File: src/rtl/fh_pkg.sv
package fh_pkg;

    typedef enum logic [1:0] {
        FREQ_A = 2'd0,
        FREQ_B = 2'd1,
        FREQ_C = 2'd2
    } freq_idx_e;

    typedef enum logic [1:0] {
        ACT_NONE   = 2'd0,
        ACT_RECAL  = 2'd1,
        ACT_ADJUST = 2'd2
    } hop_act_e;

    typedef struct packed {
        logic neg;
        logic pos;
    } noise_flags_t;

    localparam int NUM_DIR = 2;

    function automatic freq_idx_e next_freq(input freq_idx_e cur);
        case (cur)
            FREQ_A:  return FREQ_B;
            FREQ_B:  return FREQ_C;
            default: return FREQ_A;
        endcase
    endfunction

    function automatic hop_act_e decode_mode(input logic [1:0] mode);
        case (mode)
            2'd1:    return ACT_RECAL;
            2'd2:    return ACT_ADJUST;
            default: return ACT_NONE;
        endcase
    endfunction

endpackage

File: src/rtl/fh_delta_classify.sv
module fh_delta_classify
    import fh_pkg::*;
#(
    parameter int DELTA_W = 16
) (
    input  logic [DELTA_W-1:0] delta,
    input  logic [DELTA_W-2:0] thr,
    output noise_flags_t       flags
);
    localparam int EXT_W = DELTA_W + 1;

    logic signed [EXT_W-1:0] d_ext;
    logic signed [EXT_W-1:0] t_pos;
    logic signed [EXT_W-1:0] t_neg;

    always_comb begin
        d_ext     = $signed({delta[DELTA_W-1], delta});
        t_pos     = $signed({2'b00, thr});
        t_neg     = -t_pos;
        flags.pos = (d_ext > t_pos);
        flags.neg = (d_ext < t_neg);
    end
endmodule

File: src/rtl/fh_noise_counter.sv
module fh_noise_counter #(
    parameter int CNT_W = 8
) (
    input  logic             clk,
    input  logic             rst,
    input  logic             clr,
    input  logic             inc,
    input  logic [CNT_W-1:0] limit,
    output logic             reached
);
    localparam logic [CNT_W-1:0] CNT_MAX = '1;

    logic [CNT_W-1:0] count;

    always_ff @(posedge clk) begin
        if (rst) begin
            count <= '0;
        end else if (clr) begin
            count <= '0;
        end else if (inc && (count != CNT_MAX)) begin
            count <= count + 1'b1;
        end
    end

    assign reached = (count >= limit);
endmodule

File: src/rtl/fh_hop_decider.sv
module fh_hop_decider
    import fh_pkg::*;
(
    input  logic       scan_end,
    input  logic       pos_reached,
    input  logic       neg_reached,
    input  logic       cal_active,
    input  logic [1:0] mode,
    input  freq_idx_e  cur,
    output logic       do_hop,
    output hop_act_e   act,
    output freq_idx_e  nxt
);
    always_comb begin
        act    = decode_mode(mode);
        nxt    = next_freq(cur);
        do_hop = scan_end && pos_reached && neg_reached
                 && !cal_active && (act != ACT_NONE);
    end
endmodule

File: src/rtl/fh_ref_offset.sv
module fh_ref_offset
    import fh_pkg::*;
#(
    parameter int OFS_W = 16
) (
    input  freq_idx_e          from_f,
    input  freq_idx_e          to_f,
    input  logic [OFS_W-1:0]   ofs_b,
    input  logic [OFS_W-1:0]   ofs_c,
    output logic [OFS_W:0]     ofs_out
);
    logic [OFS_W-1:0] mag_b;
    logic [OFS_W-1:0] mag_c;
    logic [OFS_W-1:0] o_from;
    logic [OFS_W-1:0] o_to;

    always_comb begin
        mag_b = ofs_b[OFS_W-1] ? '0 : ofs_b;
        mag_c = ofs_c[OFS_W-1] ? '0 : ofs_c;
        case (from_f)
            FREQ_B:  o_from = mag_b;
            FREQ_C:  o_from = mag_c;
            default: o_from = '0;
        endcase
        case (to_f)
            FREQ_B:  o_to = mag_b;
            FREQ_C:  o_to = mag_c;
            default: o_to = '0;
        endcase
        ofs_out = {1'b0, o_from} - {1'b0, o_to};
    end
endmodule

File: src/rtl/fh_hop_ctrl.sv
module fh_hop_ctrl
    import fh_pkg::*;
#(
    parameter int DELTA_W = 16,
    parameter int CNT_W   = 8,
    parameter int DLY_W   = 6,
    parameter int OFS_W   = 16
) (
    input  logic               clk,
    input  logic               rst,
    input  logic               sample_valid,
    input  logic [DELTA_W-1:0] sample_delta,
    input  logic [DELTA_W-2:0] noise_thr,
    input  logic [CNT_W-1:0]   noise_limit,
    input  logic               scan_end,
    input  logic               cal_active,
    input  logic [1:0]         hop_mode,
    input  logic [DLY_W-1:0]   dly_a,
    input  logic [DLY_W-1:0]   dly_b,
    input  logic [DLY_W-1:0]   dly_c,
    input  logic [OFS_W-1:0]   cal_ofs_b,
    input  logic [OFS_W-1:0]   cal_ofs_c,
    output logic [1:0]         freq_sel,
    output logic [DLY_W-1:0]   freq_delay,
    output logic               hop_pulse,
    output logic               recal_req,
    output logic               adj_valid,
    output logic [OFS_W:0]     ref_offset
);
    noise_flags_t       flags;
    logic [NUM_DIR-1:0] dir_hit;
    logic [NUM_DIR-1:0] dir_reached;
    freq_idx_e          cur_f;
    freq_idx_e          nxt_f;
    hop_act_e           act;
    logic               do_hop;
    logic [OFS_W:0]     ofs_calc;

    fh_delta_classify #(.DELTA_W(DELTA_W)) u_class (
        .delta (sample_delta),
        .thr   (noise_thr),
        .flags (flags)
    );

    assign dir_hit = {flags.neg, flags.pos};

    for (genvar d = 0; d < NUM_DIR; d++) begin : g_dir
        fh_noise_counter #(.CNT_W(CNT_W)) u_cnt (
            .clk     (clk),
            .rst     (rst),
            .clr     (scan_end),
            .inc     (sample_valid && dir_hit[d]),
            .limit   (noise_limit),
            .reached (dir_reached[d])
        );
    end

    fh_hop_decider u_dec (
        .scan_end    (scan_end),
        .pos_reached (dir_reached[0]),
        .neg_reached (dir_reached[1]),
        .cal_active  (cal_active),
        .mode        (hop_mode),
        .cur         (cur_f),
        .do_hop      (do_hop),
        .act         (act),
        .nxt         (nxt_f)
    );

    fh_ref_offset #(.OFS_W(OFS_W)) u_ofs (
        .from_f  (cur_f),
        .to_f    (nxt_f),
        .ofs_b   (cal_ofs_b),
        .ofs_c   (cal_ofs_c),
        .ofs_out (ofs_calc)
    );

    always_ff @(posedge clk) begin
        if (rst) begin
            cur_f      <= FREQ_A;
            hop_pulse  <= 1'b0;
            recal_req  <= 1'b0;
            adj_valid  <= 1'b0;
            ref_offset <= '0;
        end else begin
            hop_pulse <= do_hop;
            recal_req <= do_hop && (act == ACT_RECAL);
            adj_valid <= do_hop && (act == ACT_ADJUST);
            if (do_hop) begin
                cur_f      <= nxt_f;
                ref_offset <= ofs_calc;
            end
        end
    end

    always_comb begin
        case (cur_f)
            FREQ_B:  freq_delay = dly_b;
            FREQ_C:  freq_delay = dly_c;
            default: freq_delay = dly_a;
        endcase
    end

    assign freq_sel = cur_f;
endmodule

File: config.mk
export PLATFORM = sky130hd
export DESIGN_NAME = fh_hop_ctrl
export DESIGN_NICKNAME = d
export VERILOG_FILES = /design/src/rtl/fh_pkg.sv /design/src/rtl/fh_delta_classify.sv /design/src/rtl/fh_noise_counter.sv /design/src/rtl/fh_hop_decider.sv /design/src/rtl/fh_ref_offset.sv /design/src/rtl/fh_hop_ctrl.sv
export SDC_FILE = /design/constraint.sdc
export NUM_CORES = 1
export LEC_CHECK = 0
export ABC_AREA = 1
export BUFFER_PORTS_ARGS = -buffer_cell sky130_fd_sc_hd__buf_2
export CORE_MARGIN = 2
export CORE_UTILIZATION = 54
export DETAILED_ROUTE_END_ITERATION = 10
export GPL_TIMING_DRIVEN = 0
export PLACE_DENSITY_LB_ADDON = 0.3
export SLEW_MARGIN = 20
export SYNTH_ARGS = -nofsm -noshare
export SYNTH_HDL_FRONTEND = slang
export SYNTH_SLANG_ARGS = --single-unit
File: constraint.sdc
create_clock -name clk -period 4 [get_ports clk]
set_input_delay 1.2 -clock clk [delete_from_list [all_inputs] [get_ports clk]]
set_output_delay 1.2 -clock clk [all_outputs]
set_load 0.005 [all_outputs]
== Yosys cells after proc, flatten, opt, wreduce, memory -nomap -nowiden ==
Index checks and enable logic that the tools add are counted.

* Register bits after elaboration: 38
* Logic and storage cells: 46

* Reductions and logical operators: 14
* Equality and inequality tests: 10
* Multiplexer cells: 7
* $add $sub $neg: 4
* $lt $le $gt $ge: 4

{| class="wikitable"
|+ Operator list
! cell !! number
|-
| 16-bit one-hot mux with 2 select lines || 2
|-
| 15-bit two-way mux || 2
|-
| 16-bit by 17-bit less-than comparator with 1-bit output || 1
|-
| 15-bit negator with 17-bit output || 1
|-
| 16-bit by 16-bit subtractor with 17-bit output || 1
|-
| 8-bit by 1-bit adder with 8-bit output, second input constant || 2
|-
| 8-bit greater-or-equal comparator || 2
|-
| 16-bit > comparator || 1
|-
| 8-bit != test, second input constant || 2
|-
| 6-bit one-hot mux with 2 select lines || 1
|-
| 1-bit logical AND || 10
|-
| 2-bit by 1-bit equality test with 1-bit output, second input constant || 4
|-
| 2-bit equality test, second input constant || 4
|-
| 2-bit one-hot mux with 2 select lines || 2
|-
| 2-bit zero test || 1
|-
| 2-bit nonzero test || 1
|-
| 2-bit OR reduction || 1
|-
| 1-bit zero test || 1
|}

== Logic depth before layout (Yosys ltp) ==
* Depth after elaboration: 6
* Mapped depth: 24

== Cells and area by module ==
A second synthesis with hierarchy kept.

* Cells, all modules: 851
* Area, all modules: 5116.2 sq um

{| class="wikitable"
|+ Modules (own cells, without submodules)
! module !! area each (sq um) !! cells an instance !! times used !! seq. area each (sq um)
|-
| fh_ref_offset || 1564.0 || 306 || 1 || 0.0
|-
| fh_noise_counter || 705.7 || 106 || 2 || 160.2
|-
| fh_delta_classify || 1134.8 || 184 || 1 || 0.0
|-
| fh_hop_ctrl || 934.6 || 137 || 1 || 440.4
|-
| fh_hop_decider || 71.3 || 12 || 1 || 0.0
|}

== Worst setup path after synthesis ==
OpenSTA, ideal clock, no wires.

* Kind: in2reg
* From: input port noise_thr[1]
* To: register g_dir[1].u_cnt.count[5]
* Arrival time: 3463 ps
* Slack: 422 ps
* Stages on the path: 23
* Path through: inv_1 -> ha_1 -> nand3_1 -> nor2_1 -> nand2_1 -> nor2_1 -> inv_1 -> nor2_1 -> nand3_1 -> xor2_1 -> ha_1 -> nand2_1 -> inv_1 -> nand2_1 -> nand2_1 -> a21oi_2 -> nand3_1 -> nand2_1 -> inv_2 -> nor2_4 -> nand3_1 -> nand2_1 -> nor2_1

* Word-level cells in the longest chain between the ends: 4

{| class="wikitable"
|+ Ends and longest elaborated chain
! element !! RTL line !! text
|-
| from (decl) || fh_hop_ctrl.sv:13 || <nowiki>input logic [DELTA_W-2:0] noise_thr,</nowiki>
|-
| 15-bit negator with 17-bit output || fh_delta_classify.sv:19 || <nowiki>t_neg = -t_pos;</nowiki>
|-
| 16-bit by 17-bit less-than comparator with 1-bit output || fh_delta_classify.sv:21 || <nowiki>flags.neg = (d_ext < t_neg);</nowiki>
|-
| 1-bit logical AND || fh_hop_ctrl.sv:52 || <nowiki>.inc (sample_valid && dir_hit[d]),</nowiki>
|-
| 1-bit logical AND || fh_noise_counter.sv:20 || <nowiki>end else if (inc && (count != CNT_MAX)) begin</nowiki>
|-
| to (signal assigned) || fh_noise_counter.sv:21 || <nowiki>count <= count + 1'b1;</nowiki>
|-
| to (decl) || fh_noise_counter.sv:13 || <nowiki>logic [CNT_W-1:0] count;</nowiki>
|}

Every way passes these cells.
A chain may end at the register's enable or synchronous reset.

== Worst setup path in the final report ==
* From: input port noise_thr[1]
* To: register g_dir[1].u_cnt.count[3]

Same word-level chain as after synthesis.

==> metrics.md <==
| Metric | Value |
|---|---|
| Status | `completed` |
| Minimum clock period | `3790 ps` |
| Total gr overflow | `0` |
| Worst-Skew Late Latency | `300 ps` |
| CTS tree | `built` |
| Fmax | `0.264 GHz` |
| Pwr/cell area | `174 nW/um2` |
| Final setup skew | `6.57 ps` |
| Root buffer cell | `clkbuf_8` |
| Flop2flop setup slack | `760 ps` |
| Slew Limit Fails | `0` |
| Syn_nets | `888` |
| Final Power | `0.952 mW` |
| Final setup fails | `0` |
| FP Rows | `33` |
| DRT iter0 DRCs | `256` |
| Setup_tns | `0 ps` |
| Final Hold Vio Count | `0` |
| Warnings, synthesis | `0` |
| Clock sinks | `38` |
| Mapped Cells | `720` |
| WP data arrival | `3980 ps` |
| Tcrit/Tclk final | `94.7%` |
| DR vias/cell | `5.36` |
| Total CTS buffers | `5` |
| DP Cell Count | `947` |
| Area grow syn2layout | `20.1%` |
| GRT Util Overall | `26.7%` |
| Clk buf depth | `2` |
| Post-route setup slack | `210 ps` |
| Design area | `5470 um2` |
| Io pins | `124` |
| Place WS | `-151 ps` |
| Commonest non-fill, non-tap cell in the layout | `nand2_1` |
| Core Region | `8220 um2` |
| Netlist Area Pre-Place | `4560 um2` |
| Register area share after synthesis | `16.7%` |
| Die area | `9190 um2` |
| Antenna viol nets, final | `0` |
| IO buf count | `122` |
| Fraction of layout cells with a size suffix above 1 | `20.4%` |
| Worst-Margin Slew | `745 ps` |
| HP Class | `flip-flop to flip-flop` |
| Most frequent cells in the layout | `nand2_1, buf_2, inv_1, nand3_1, a21oi_1` |
| Largest net degree at the start of global routing | `13` |
| H-tree levels | `2` |
| Final RePlAce weighted congestion | `0.885` |
| Worst hold slack | `467 ps` |
| Clock transition at path regs | `80 ps` |
| FF+latch count, synth | `38` |
| Initial antenna violation count | `0` |
| Crit path kind | `input port to flip-flop` |
| Leakage power total | `2.81 nW` |
| DRT Wirelength | `12400 um` |
| # DRC | `0` |
| Vias in the first global route | `4675` |
| Number of diodes | `0` |
| HPWL after detailed placement | `10100 um` |
| Peak supply drop | `186 uV` |
| Crit path required time | `4190 ps` |
| Layout Nets | `1020` |
| Drt wl/cell | `12.9 um` |
| CP max FO | `4` |
| Max-cap check violation count | `0` |
| Startpoint Class | `input port` |
| Element type at the critical path end | `flip-flop` |
| Initial Util | `55.4%` |
| Netlist cell types | `36` |
| Global-route wire length before repair | `20000 um` |
| Final core occ | `66.6%` |
| Cts hold-fix bufs | `0` |
| Dpl cell area | `5300 um2` |
| Vias | `5137` |
| Slew HR | `50.2%` |
| Layout Cells excl Fill | `958` |
| Avg Inst Size Synth | `6.33 um2` |
| Die Y-Extent | `95.9 um` |
| Die width | `95.9 um` |
| Pre-Repair DR Iteration Count | `5` |
-- worst paths after layout --
kind / startpoint / end / depth (start not counted)
worst max-delay path: noise_thr[1] / g_dir[1].u_cnt.count[3] / 25
worst min-delay path: ref_offset[11] / ref_offset[11] / 2
worst max register to register: freq_sel[1] / ref_offset[10] / 16
worst min register to register: ref_offset[11] / ref_offset[11] / 2
-- cells in the mapped netlist, drive strengths merged --
library cell,n,share of area [%]
nand2,171,14
a211oi,2,0.33
inv,99,8.2
or2,1,0.14
clkbuf,17,1.4
ha,71,20
clkinv,1,0.082
nor3b,3,0.49
o21ai,16,1.8
nor3,12,2.1
buf,4,0.55
a21oi,84,9.3
o21a,2,0.33
a21o,3,0.49
a31oi,2,0.27
xor2,24,4.6
xnor2,5,0.96
nand3,94,11
a21boi,3,0.66
nor2,57,5.1
dfxtp,38,17
nand4,9,1.5
nor4,1,0.14
fa,1,0.44
-- sequential cells by signal, summed over array words and instances, names as in the netlist --
name,cells
ref_offset,17
recal_req,1
hop_pulse,1
freq_sel,2
adj_valid,1
g_dir.u_cnt.count,16
-- layer usage --
layer	vias to the layer above	routed length (um)	global-route usage [%]
li1	2636	-	-
met1	2285	5570	35.1
met2	205	5680	46.9
met3	11	1010	3.76
met4	0	109	4.88
met5	-	0	0
-- what timing repair did --
action                                  4_1_cts  5_1_grt
setup buffers                                 0        2
gates resized for setup                       0       17
endpoints found under the setup margin        0        8
-- power by group --
part           leakage (nW)  switching [mW]  internal (mW)
Clock                0.0472           0.143          0.139
Sequential            0.306         0.00173          0.379
Combinational          2.46           0.171          0.117
-- cell families (layout without fill, tap and decap cells) --
kind of cell / Yosys count / in the layout / share of synthesized area [%]
flops: 38 / 38 / 16.7
xor+xnor: 29 / 29 / 5.58
buf+inv: 121 / 253 / 10.2
fa+ha+maj: 72 / 72 / 19.9
simple gates: 348 / 349 / 34.4
compound gates: 112 / 112 / 13.2
-- critical path: stages --
cell and delay (ps):
buf_2 110, inv_2 80, ha_4 150, nand3_4 90, nor2_4 130, nand2_2 80
nor2_4 120, inv_2 60, nor4_2 280, nand3_1 140, nand2_1 100, o21ai_1 70
ha_1 320, nand2_2 100, nor2_4 40, nand2_1 70, clkinv_1 90, nand2_1 100
nand3_1 90, nand2_2 100, inv_2 60, nor2_2 170, nand3_1 100, nand2_1 80
nor2_1 50
-- final cells by class --
type                            instances  area [um2]
Multi-Input combinational cell        562        3390
Fill cell                             761        2750
Sequential cell                        38         761
Timing Repair Buffer                  124         626
Inverter                              100         375
Tap cell                              105         131
Buffer                                 21        88.8
Clock buffer                            6        82.6
Clock inverter                          2        12.5
Power figures use the tool's default switching activity.
